[src/rtl/parity_pkg.sv]
package parity_pkg;
  typedef enum logic {
    PM_GEN   = 1'b0,
    PM_CHECK = 1'b1
  } par_mode_e;
endpackage

[src/rtl/parity_xor_tree.sv]
// Balanced XOR reduction, heap layout: node k has children 2k+1 and 2k+2.
module parity_xor_tree #(
  parameter int unsigned N = 9
) (
  input  logic [N-1:0] leaf_i,
  output logic         root_o
);
  localparam int unsigned LVL   = (N > 1) ? $clog2(N) : 0;
  localparam int unsigned NPAD  = 1 << LVL;
  localparam int unsigned NODES = 2 * NPAD - 1;

  logic [NODES-1:0] node;

  for (genvar j = 0; j < NPAD; j++) begin : g_leaf
    if (j < N) begin : g_real
      assign node[NPAD-1+j] = leaf_i[j];
    end else begin : g_pad
      assign node[NPAD-1+j] = 1'b0;
    end
  end

  for (genvar k = 0; k < NPAD - 1; k++) begin : g_node
    assign node[k] = node[2*k+1] ^ node[2*k+2];
  end

  assign root_o = node[0];
endmodule

[src/rtl/parity_leaf_sel.sv]
// Builds tree leaves; received parity enters only in check mode.
module parity_leaf_sel
  import parity_pkg::*;
#(
  parameter int unsigned DATA_W = 8
) (
  input  par_mode_e         mode_i,
  input  logic [DATA_W-1:0] data_i,
  input  logic              rx_par_i,
  output logic [DATA_W:0]   leaf_o
);
  always_comb begin
    leaf_o = {1'b0, data_i};
    if (mode_i == PM_CHECK) leaf_o[DATA_W] = rx_par_i;
  end
endmodule

[src/rtl/parity_out_stage.sv]
module parity_out_stage
  import parity_pkg::*;
(
  input  logic      clk_i,
  input  logic      rst_ni,
  input  logic      valid_i,
  input  par_mode_e mode_i,
  input  logic      res_i,
  output logic      parity_o,
  output logic      err_o,
  output logic      valid_o
);
  always_ff @(posedge clk_i or negedge rst_ni) begin
    if (!rst_ni) begin
      parity_o <= 1'b0;
      err_o    <= 1'b0;
      valid_o  <= 1'b0;
    end else begin
      valid_o <= valid_i;
      if (valid_i) begin
        parity_o <= (mode_i == PM_GEN)   ? res_i : 1'b0;
        err_o    <= (mode_i == PM_CHECK) ? res_i : 1'b0;
      end
    end
  end
endmodule

[src/rtl/parity_unit.sv]
module parity_unit
  import parity_pkg::*;
#(
  parameter int unsigned DATA_W = 8
) (
  input  logic              clk_i,
  input  logic              rst_ni,
  input  logic              valid_i,
  input  logic              mode_i,
  input  logic              odd_i,
  input  logic [DATA_W-1:0] data_i,
  input  logic              rx_par_i,
  output logic              parity_o,
  output logic              err_o,
  output logic              valid_o
);
  localparam int unsigned LEAVES = DATA_W + 1;

  par_mode_e         mode;
  logic [LEAVES-1:0] leaf;
  logic              root;
  logic              res;

  assign mode = par_mode_e'(mode_i);

  parity_leaf_sel #(.DATA_W(DATA_W)) u_leaf (
    .mode_i  (mode),
    .data_i  (data_i),
    .rx_par_i(rx_par_i),
    .leaf_o  (leaf)
  );

  parity_xor_tree #(.N(LEAVES)) u_tree (
    .leaf_i(leaf),
    .root_o(root)
  );

  // Odd select inverts both generated bit and check verdict.
  assign res = root ^ odd_i;

  parity_out_stage u_out (
    .clk_i   (clk_i),
    .rst_ni  (rst_ni),
    .valid_i (valid_i),
    .mode_i  (mode),
    .res_i   (res),
    .parity_o(parity_o),
    .err_o   (err_o),
    .valid_o (valid_o)
  );
endmodule

[config.mk]
export PLATFORM = sky130hd
export DESIGN_NAME = parity_unit
export DESIGN_NICKNAME = d
export VERILOG_FILES = /design/src/rtl/parity_pkg.sv /design/src/rtl/parity_xor_tree.sv /design/src/rtl/parity_leaf_sel.sv /design/src/rtl/parity_out_stage.sv /design/src/rtl/parity_unit.sv
export SDC_FILE = /design/constraint.sdc
export NUM_CORES = 1
export LEC_CHECK = 0
export BUFFER_PORTS_ARGS = -buffer_cell sky130_fd_sc_hd__buf_2
export CORE_AREA = 2 2 39 41
export DETAILED_ROUTE_END_ITERATION = 7
export DIE_AREA = 0 0 41 43
export GPL_TIMING_DRIVEN = 0
export SLEW_MARGIN = 10
export SYNTH_ARGS = -nofsm -noshare
export SYNTH_HDL_FRONTEND = slang
export SYNTH_SLANG_ARGS = --single-unit
[constraint.sdc]
create_clock -name clk_i -period 2.14 [get_ports clk_i]
set_clock_uncertainty 0.15 [all_clocks]
set_input_delay 0.214 -clock clk_i [delete_from_list [all_inputs] [get_ports clk_i]]
set_output_delay 0.214 -clock clk_i [all_outputs]
set_load 0.01 [all_outputs]
=== After elaboration in Yosys (flattened, before gate mapping) ===
Index checks and enable logic that the tools add are counted.
W data, S select, Z words.

* Register bits: 3
* Output and inout port bits: 3

* Multiplexer cells: 3
* Bitwise logic cells: 9

{| class="wikitable"
|+ Operator list
! kind !! count
|-
| $xor A1 B1 Y1 || 9
|-
| $mux W1 || 3
|}

=== Longest topological paths before layout ===
Gate-level depths: netlist (run 1).

* Word-level depth: 6
* Gate-level depth with buffers: 4
* Mapped depth without buffers: 4

=== By module ===
Synthesis (run 1) repeated with hierarchy kept, for this count alone.

* Cells, all modules: 26
* Area total of the unflattened synthesis: 262.8 µm²

{| class="wikitable"
|+ Modules (own cells, without submodules)
! module !! instances !! cells an instance !! area each (µm²) !! sequential area each (µm²)
|-
| parity_out_stage || 1 || 9 || 105.1 || 75.1
|-
| parity_xor_tree || 1 || 7 || 82.6 || 0.0
|-
| parity_leaf_sel || 1 || 9 || 66.3 || 0.0
|-
| parity_unit || 1 || 1 || 8.8 || 0.0
|}

=== Worst setup path after synthesis (run 1) ===
OpenSTA, ideal clock, no wires.

* Kind: in2reg
* Start: input data_i[5]
* End: register u_out.parity_o
* Arrival: 1030 ps
* Data required time: 1908 ps
* Path slack: 878 ps
* Cell stages on the path: 4
* Path buffers: 0
* Cells stage by stage: xor2_1 > xnor2_1 > xnor3_1 > o22ai_1

* Cells in the longest elaborated chain, start to end: 6

{| class="wikitable"
|+ Ends and longest elaborated chain
! item !! line !! text
|-
| from (decl) || parity_unit.sv:11 || <nowiki>input logic [DATA_W-1:0] data_i,</nowiki>
|-
| $xor A1 B1 Y1 (4 in series) || parity_xor_tree.sv:23 || <nowiki>assign node[k] = node[2*k+1] ^ node[2*k+2];</nowiki>
|-
| $xor A1 B1 Y1 || parity_unit.sv:39 || <nowiki>assign res = root ^ odd_i;</nowiki>
|-
| $mux W1 || parity_out_stage.sv:21 || <nowiki>parity_o <= (mode_i == PM_GEN) ? res_i : 1'b0;</nowiki>
|-
| to (signal assigned) || parity_out_stage.sv:21 ||
|-
| to (decl) || parity_out_stage.sv:9 || <nowiki>output logic parity_o,</nowiki>
|}

No other way between the ends.
A chain may end at the register's enable or synchronous reset.

=== Worst setup path in the final report (run 1) ===
Same ends and word-level chain as after synthesis.

==> results of run 1 <==
cells in the mapped netlist (all sizes together):
master	number
dfrtp	3
inv	2
nand2	2
nand2b	1
o22ai	2
xnor2	5
xnor3	1
xor2	2
tightest hold or removal path: cells and delay by family:
family | cells | cell delay [ns]
compound gates | 1 | 0.06
buf+inv | 1 | 0.11
simple gates | 1 | 0.05
worst max-delay path by stage:
stage | startpoint | to | depth (start not counted)
global route | data_i[5] | u_out.parity_o | 5
detailed placement | data_i[5] | u_out.parity_o | 5
floorplan | data_i[5] | u_out.parity_o | 4
global placement | data_i[5] | u_out.parity_o | 5
finish | data_i[5] | u_out.parity_o | 5
CTS | data_i[5] | u_out.parity_o | 5
routing by layer:
metal,vias to the layer above,global-route usage [%],wire length (um)
li1,101,-,-
met2,8,7.81,199
met4,0,8.00,0
met1,79,5.16,126
met5,-,0,0
met3,0,2.62,58
cell families after synthesis:
kind of cell           Yosys count
AND/OR/NAND/NOR                  3
XOR/XNOR                         8
buffers and inverters            2
flip-flops                       3
AO/OA/AOI/OAI                    2
layout make-up:
class | instances | area, um2 | share of cell area, %
multi-input combinational | 13 | 110 | 32.5
clock buffer | 4 | 26.3 | 7.75
sequential | 3 | 75.1 | 22.1
inverter | 2 | 7.51 | 2.21
tap | 16 | 20.0 | 5.90
timing repair buffer | 18 | 100 | 29.5
stage by stage:
step	std cells	area (um2)
global placement	50	293
finish	56	339
floorplan	18	193
CTS	56	339
detailed placement	50	293
global route	56	339
sequential cells by signal, indices dropped and copies added (netlist names):
name	flops
u_out.valid_o	1
u_out.parity_o	1
u_out.err_o	1
power by group:
part / total (mW) / switching [mW] / internal [mW]
clock network: 0.0984 / 0.0286 / 0.0698
registers: 0.0718 / 0.00410 / 0.0677
logic: 0.0829 / 0.0337 / 0.0492
total: 0.253 / 0.0664 / 0.187
cells in the final DEF, fill, tap and decap left out, drive strengths merged:
master,netlist,layout
dlygate4sd3,0,2
xnor3,1,1
xor2,2,2
nand2,2,2
xnor2,5,5
nand2b,1,1
buf,0,16
dfrtp,3,3
clkbuf,0,4
inv,2,2
o22ai,2,2
==> results by group, run 1 <==
Yosys
  • Compound-Gate Fraction of Synth Area: 6.49%
  • Synth Area in Simple Gates: 7.14%
  • Synth top area cells: dfrtp_1 (39%), xnor2_1 (23%), xnor3_1 (12%)
  • Ys Warns: 0
  • Largest family of logic cells by synthesized area: XOR/XNOR gates
  • Cells after Synth: 18
  • Largest area contributor in the netlist: dfrtp_1
  • Seq/Total Area, Yosys: 39.0%
  • Top cell type's share of synthesized area: 39.0%
  • Avg Cell Area, Syn: 10.7 um2
  • Synthesis-stage register bit count: 3
  • Area share of fa/ha/maj cells after synthesis: 0%
  • Multiplexer area fraction after synthesis: 0%
  • XOR/XNOR Fraction of Synth Area: 43.5%
  • Synthesized area: 193 um2
  • Netlist cell types: 8
  • Syn nets: 32

Timing
  • Final hold violation count: 0
  • Crit path time final: 1.20 ns
  • Setup tns final: 0 ns
  • Slew headroom: 88.7%
  • Unrepaired setup endpoints after global routing: no
  • Fin Hold WS: 0.107 ns
  • Setup WS post-layout: 0.937 ns
  • Worst-margin pin slew: 0.169 ns
  • Final period util: 56.2%
  • Max frequency: 0.831 GHz
  • Fin. max-slew vios: 0
  • Final setup vio count: 0

Final layout
  • Layout area overhead: 76.0%
  • Diodes inserted: 0
  • Final nets: 55
  • Layout cell share with drive strength beyond 1: 47.5%
  • Final Core Density: 24.5%
  • Layout fillers: 153

Outcome
  • Status: finished clean

Global route
  • Total grt overflow: 0
  • GRT Overall Usage: 5.83%
  • Vias in the first global route: 186
  • Initial antenna violation count: 0
  • Largest net degree at the start of global routing: 6
  • First-pass GRT wire length: 634 um

Setup path
  • FF-to-FF Start: u_out.parity_o
  • CP Class: in2reg
  • Max stage delay on crit path: 0.43 ns
  • Worst Path Max Fanout: 2
  • Register-to-register setup slack: 1.38 ns
  • Reg2reg end: u_out.parity_o
  • CP endpoint kind: flop
  • CP Buf/Inv Count: 1
  • Critical-path top delay cell: xnor3_1
  • WP data required: 2.14 ns
  • CP Launch Type: input pin
  • Arr. time, crit path: 1.20 ns
  • Worst r2r path cells: 2
  • CP Cell Sequence: buf_2 > xor2_1 > xnor2_1 > xnor3_1 > o22ai_1
  • Top Family by Delay on Critical Path: XOR/XNOR gates

Drt
  • First-pass detailed-route iteration total: 1
  • Drt first-iter violations: 0
  • Post-DR wirelength/cell: 6.86 um
  • Post-Route WL: 384 um
  • DR vias: 188
  • Post-route DRC: 0
  • Via-to-Cell Ratio: 3.36
  • Post-DRT Antenna Nets: 0

Clock tree
  • CTS Root Cell: clkbuf_4
  • CTS tree: yes
  • Post-CTS Setup Repair Bufs: 0
  • Clock buffer depth: 2
  • Number of CTS-inserted buffers: 3
  • Clock transition at path regs: 0.04 ns
  • Worst skew pair latency: 0.23 ns
  • # H-tree levels: 1
  • Hold Buf Count CTS: 2
  • Clock sinks: 3
  • Cts repair resizes: 0

Min path
  • Hold Path Origin: mode_i
  • Hold Crit Depth: 3
  • Hold Path Sink: u_out.err_o
  • Hold Crit Class: in2reg

Power and ir drop
  • Leak Pwr: 0.174 nW
  • VDD IR max: 124 uV
  • Power Density: 747 nW/um2
  • Overall Power: 253 uW

Die
  • Die W: 41 um
  • Die Footprint: 1760 um2
  • Area of the core: 1380 um2
  • Num ports: 17
  • Die Span Y: 43 um
  • # rows: 14
  • Initial core utilization: 13.9%

Flow run
  • Max cap viols: 0

Placement
  • Gpl congestion: 0.512
  • PortBufs: 16
  • Worst Setup Slack post-DPL: 0.706 ns
  • HPWL after detailed placement: 317 um
(Power assumes the default switching activity.)
==> run 2: changes to the inputs <==
clock period = 1.1 ns   (was 2.14 ns; I/O delays follow)
==> run 2 against run 1 <==
Compared with the run above: worst hold slack worse by 0.097 ns; register-to-register slack got worse by 1.0 ns; setup slack worse by 0.90 ns; cell area is 24% higher; clock power up 91%; global-route usage rose by 1.0 points; count of clock-buffer cells in the layout stayed put; final cell count stayed put; combinational power increased by 140%; utilization up 5.8 points.
==> results by group, run 2 (synthesized netlist as in run 1, its figures left out) <==
Outcome
  • Status: finished clean

Min path
  • Hold Crit Depth: 3 (unchanged)
  • Hold Crit Class: in2reg

Placement
  • Post-placement cell count: 50 (unchanged)
  • PortBufs: 16 (unchanged)
  • Gpl congestion: 0.634 (+24%)

Die
  • Die W: 41 um (unchanged)
  • Num ports: 17 (unchanged)
  • Area of the core: 1380 um2 (unchanged)
  • Die Footprint: 1760 um2 (unchanged)
  • Initial core utilization: 13.9% (unchanged)
  • # rows: 14 (unchanged)
  • Die Span Y: 43 um (unchanged)

Final layout
  • Most frequent cells in the layout: buf_2 (11), buf_6 (4), clkbuf_4 (3), dfrtp_1 (3)
  • Commonest non-fill, non-tap cell in the layout: buf_2
  • Final nets: 55 (unchanged)
  • Layout fillers: 148 (-3.3%)
  • Diodes inserted: 0 (unchanged)
  • Layout area overhead: 118%
  • Top Registers: u_out.err_o: 1 flops, u_out.parity_o: 1 flops, u_out.valid_o: 1 flops
  • Layout Cells excl Fill: 56 (unchanged)
  • Layout cell share with drive strength beyond 1: 55.0% (+7.5 points)
  • Final Core Density: 30.3% (+5.8 points)

Drt
  • DR vias: 206 (+9.6%)
  • Post-DRT Antenna Nets: 0 (unchanged)
  • Post-DR wirelength/cell: 8.91 um (+30%)
  • Post-route DRC: 0 (unchanged)
  • Drt first-iter violations: 5 (+5)
  • Via-to-Cell Ratio: 3.68 (+9.6%)
  • First-pass detailed-route iteration total: 2 (+1)
  • Post-Route WL: 499 um (+30%)

Timing
  • Max frequency: 0.938 GHz
  • Final setup vio count: 0 (unchanged)
  • Fin. max-slew vios: 0 (unchanged)
  • Unrepaired setup endpoints after global routing: yes
  • Final period util: 96.9%
  • Worst-margin pin slew: 0.247 ns (+0.0789 ns)
  • Slew headroom: 83.4% (-5.2 points)
  • Final hold violation count: 0 (unchanged)
  • Crit path time final: 1.07 ns

Global route
  • Total grt overflow: 0 (unchanged)
  • Initial antenna violation count: 0 (unchanged)
  • Largest net degree at the start of global routing: 6 (unchanged)
  • First-pass GRT wire length: 710 um (+12%)
  • Vias in the first global route: 212 (+14%)
  • GRT Overall Usage: 6.86% (+1.0 points)

Setup path
  • CP endpoint kind: flop
  • Worst Path Max Fanout: 2 (unchanged)
  • WP data required: 1.10 ns (-1.04 ns)
  • CP Class: in2reg
  • Worst r2r path cells: 2 (unchanged)
  • CP Launch Type: input pin
  • Arr. time, crit path: 1.06 ns (-0.14 ns)

Clock tree
  • Clock buffer depth: 2 (unchanged)
  • Clock transition at path regs: 0.04 ns (about the same)
  • # H-tree levels: 1 (unchanged)
  • Number of CTS-inserted buffers: 3 (unchanged)
  • Worst skew pair latency: 0.23 ns (about the same)
  • CTS Root Cell: clkbuf_4
  • CTS tree: yes
  • Clock sinks: 3 (unchanged)

Flow run
  • Max cap viols: 0 (unchanged)

Power and ir drop
  • Power Density: 1260 nW/um2 (+69%)
  • Leak Pwr: 0.206 nW (+18%)
  • VDD IR max: 310 uV (+150%)
[run 2: path summary, 6_finish.rpt]
kind / from / endpoint / slack (ns)
max in group asynchronous: rst_ni / u_out.parity_o / 0.62
hold / removal: mode_i / u_out.err_o / 0.009
setup / recovery: data_i[1] / u_out.parity_o / 0.03
hold reg to reg: u_out.err_o / u_out.err_o / 0.38
setup reg to reg: u_out.parity_o / u_out.parity_o / 0.34
min in group asynchronous: rst_ni / u_out.valid_o / 0.07
[run 2: through the flow]
step	setup TNS [ns]	instance area, um2	hold slack [ns]	total power, mW	worst slack (ns)
after detailed placement	-0.484	330	-0.242	0.322	-0.253
after global placement	-0.444	330	-0.244	0.319	-0.223
after CTS	0	390	0.00184	0.530	0.00330
after global routing	-0.0473	419	0.0347	0.568	-0.0279
after floorplan	-0.0131	230	-0.336	0.254	-0.00658
final	0	419	0.00934	0.528	0.0338
[run 2: power by group]
part / switching, mW / total, mW / internal (mW) / leakage [nW]
clock network: 0.0521 / 0.188 / 0.136 / 0.0150
registers: 0.00866 / 0.140 / 0.132 / 0.0377
logic: 0.0763 / 0.200 / 0.123 / 0.153
[run 2: layout make-up]
type	count	area, um2	area share, %
well taps	16	20.0	4.78
inverters	2	7.51	1.79
multi-input cells	13	155	37.0
clock buffers	4	26.3	6.27
flip-flops and latches	3	75.1	17.9
repair buffers	18	135	32.2
[run 2: critical path, cell delays in order]
cell     delay [ns]
buf_8          0.10
xnor2_4        0.12
xnor2_1        0.17
xnor3_1        0.43
o22ai_1        0.12
[run 2: timing repair]
action,CTS,global route
cloned,0,0
hold buffers,2,0
resized for setup,2,9
endpoints found under the hold margin,6,0
setup buffers,0,0
setup endpoints to repair,1,2
pin swaps,4,5
[run 2: routing by layer]
layer | global-route usage, % | wire (um)
met5 | 0 | 0
met4 | 8.00 | 0
met3 | 4.71 | 83
met2 | 8.44 | 243
met1 | 6.54 | 172
==> run 3: changes to the inputs <==
SYNTH_HIERARCHICAL = 1   (was unset)
==> run 3 against run 2 <==
Compared with the run above: the run now ends with negative setup slack left; global-route usage fell by 1.3 points; worst hold slack improved by 0.0038 ns; utilization fell by 1.8 points; sequential share of layout area rose by 1.1 points; critical path depth rose by 2; largest cell class unchanged; via count fell by 5.8%.
==> results by group, run 3 <==
Outcome
  • Failing checks: negative setup slack
  • Status: finished, violations left

Power and ir drop
  • Power Density: 1310 nW/um2 (+4.4%)
  • Leak Pwr: 0.201 nW (-2.1%)
  • VDD IR max: 288 uV (-7.2%)

Timing
  • Worst-margin pin slew: 0.175 ns (-0.0726 ns)
  • Final hold violation count: 0 (unchanged)
  • Setup tns final: -0.438 ns (-0.438 ns)
  • Crit path time final: 1.33 ns (+0.259 ns)
  • Final period util: 120% (+24 points)
  • Slew headroom: 88.3% (+4.9 points)
  • Unrepaired setup endpoints after global routing: yes
  • Final setup vio count: 2 (+2)
  • Setup WS post-layout: -0.225 ns (-0.259 ns)
  • Fin. max-slew vios: 0 (unchanged)
  • Max frequency: 0.754 GHz (-20%)

Final layout
  • Final Core Density: 28.5% (-1.8 points)
  • Layout area overhead: 50.0%
  • Layout cell share with drive strength beyond 1: 57.5% (+2.5 points)
  • Final nets: 55 (unchanged)
  • Diodes inserted: 0 (unchanged)
  • Multi-input gate area: 138 um2 (-11%)
  • Most frequent cells in the layout: buf_2 (8), buf_4 (6), clkbuf_4 (3), dfrtp_1 (3), xnor2_2 (3)
  • FF/Latch Area: 75.1 um2 (unchanged)
  • Layout fillers: 148 (unchanged)
  • Top Registers: u_out/err_o: 1 flops, u_out/parity_o: 1 flops, u_out/valid_o: 1 flops
  • Commonest non-fill, non-tap cell in the layout: buf_2
  • Final instance area: 394 um2 (-6.0%)

Clock tree
  • Clock buffer depth: 2 (unchanged)
  • Number of CTS-inserted buffers: 3 (unchanged)
  • # H-tree levels: 1 (unchanged)
  • Clock sinks: 3 (unchanged)
  • Clock transition at path regs: 0.04 ns (about the same)
  • CTS Root Cell: clkbuf_4
  • CTS tree: yes
  • Worst skew pair latency: 0.23 ns (about the same)

Die
  • Num ports: 17 (unchanged)
  • Die W: 41 um (unchanged)
  • # rows: 14 (unchanged)
  • Die Footprint: 1760 um2 (unchanged)
  • Die Span Y: 43 um (unchanged)
  • Initial core utilization: 19.0% (+5.1 points)
  • Area of the core: 1380 um2 (unchanged)

Drt
  • Uppermost layer routed: met4
  • Met1 Wirelength: 128 um (-26%)
  • DR WL met2: 191 um (-21%)
  • Post-DR wirelength/cell: 6.71 um (-25%)
  • WL met3: 39 um (-53%)
  • Drt first-iter violations: 0 (-5)
  • Post-Route WL: 376 um (-25%)
  • Post-route DRC: 0 (unchanged)
  • Post-DRT Antenna Nets: 0 (unchanged)
  • DR vias: 194 (-5.8%)
  • First-pass detailed-route iteration total: 1 (-1)
  • Via-to-Cell Ratio: 3.46 (-5.8%)

Yosys
  • Synthesis-stage register bit count: 3 (unchanged)
  • Ys Warns: 6 (+6)
  • Synthesized area: 263 um2 (+36%)
  • Async set or reset register ratio after synthesis: 100% (unchanged)
  • Synth top area cells: dfrtp_1 (29%), buf_4 (23%), xnor2_1 (13%)
  • Top cell type's share of synthesized area: 28.6% (-10 points)
  • Largest area contributor in the netlist: dfrtp_1
  • Cells after Synth: 26 (+8)
  • Netlist cell types: 11 (+3)
  • Avg Cell Area, Syn: 10.1 um2 (-5.6%)
  • Most common cell in the netlist: buf_4
  • Seq/Total Area, Yosys: 28.6% (-10 points)
  • Syn nets: 40 (+25%)
  • Commonest cells post-synth: buf_4 (8), xnor2_1 (4), dfrtp_1 (3)
  • Post-synth EDFFs: 0 (unchanged)
  • Top FF cell, synth: dfrtp_1

Setup path
  • CP endpoint kind: flop
  • Worst Path Max Fanout: 2 (unchanged)
  • CP Class: in2reg
  • WP data required: 1.11 ns (about the same)
  • Arr. time, crit path: 1.33 ns (+0.27 ns)
  • CP Launch Type: input pin

Placement
  • Worst Setup Slack post-DPL: -0.476 ns (-0.224 ns)
  • Gpl congestion: 0.530 (-16%)
  • DP Area: 338 um2 (+2.3%)
  • PortBufs: 8 (-8)

Global route
  • First-pass GRT wire length: 593 um (-16%)
  • GRT Overall Usage: 5.52% (-1.3 points)
  • Initial antenna violation count: 0 (unchanged)
  • Vias in the first global route: 183 (-14%)
  • Largest net degree at the start of global routing: 6 (unchanged)
  • Total grt overflow: 0 (unchanged)

Min path
  • Hold Crit Class: in2reg

Flow run
  • Max cap viols: 0 (unchanged)
==> run 3: cell types whose count changed after synthesis, sizes merged <==
cell    delta
nand2b     -1
nand3      +1
o21ai      +2
o22ai      -2
and2       +1
nand3b     +1
nand2      -2
buf        +8
==> run 3: worst paths after layout <==
path                                start              to  slack [ns]  cells after the start
min in group asynchronous          rst_ni   u_out/valid_o        0.05                      2
setup reg to reg              u_out/err_o     u_out/err_o        0.35                      2
hold reg to reg            u_out/parity_o  u_out/parity_o        0.35                      2
max in group asynchronous          rst_ni  u_out/parity_o        0.64                      2
setup / recovery                data_i[4]     u_out/err_o       -0.23                      7
hold / removal                     mode_i     u_out/err_o        0.01                      3
==> run 3: repair_timing <==
action / CTS / global route
setup buffers: 0 / 0
setup endpoints to repair: 2 / 2
pin swaps: 5 / 3
gates resized for setup: 3 / 0
endpoints found under the hold margin: 6 / 0
cloned: 0 / 0
hold buffers: 2 / 0
==> run 3: cell type report <==
| type | instances | share of cell area (%) |
|---|---|---|
| tap | 16 | 5.08 |
| buffer | 8 | 17.1 |
| timing repair buffer | 10 | 15.2 |
| multi-input combinational | 13 | 34.9 |
| inverter | 2 | 1.90 |
| clock buffer | 4 | 6.67 |
| sequential | 3 | 19.0 |
==> run 3: per-layer routing <==
metal	vias up	track usage (%)
met4	0	10.0
met3	2	0
li1	100	-
met1	81	5.14
met5	-	0
met2	11	7.50
==> run 3: kinds of logic after synthesis <==
kind of cell / after synthesis / share of synthesized area, %
buf+inv: 10 / 25.7
xor+xnor: 8 / 34.8
flops: 3 / 28.6
simple gates: 3 / 7.14
compound gates: 2 / 3.81
==> run 3: where the power goes <==
group,total (mW),internal (mW),switching (mW)
registers,0.141,0.132,0.00891
clock network,0.190,0.136,0.0538
logic,0.188,0.112,0.0757
==> run 3: through the flow <==
step	std cells	power, mW	hold WS, ns
finish	56	0.518	0.0132
global route	56	0.556	0.0266
CTS	56	0.534	0.0105
detailed placement	50	0.321	-0.242
global placement	50	0.319	-0.244
floorplan	26	0.277	-0.336
==> run 3: worst max-delay path, cell delays in order <==
cell and delay, ns:
buf_6 0.09, xnor2_2 0.13, xnor3_1 0.42, xnor2_1 0.19
xor2_1 0.21, nand3_1 0.09, o21ai_1 0.08
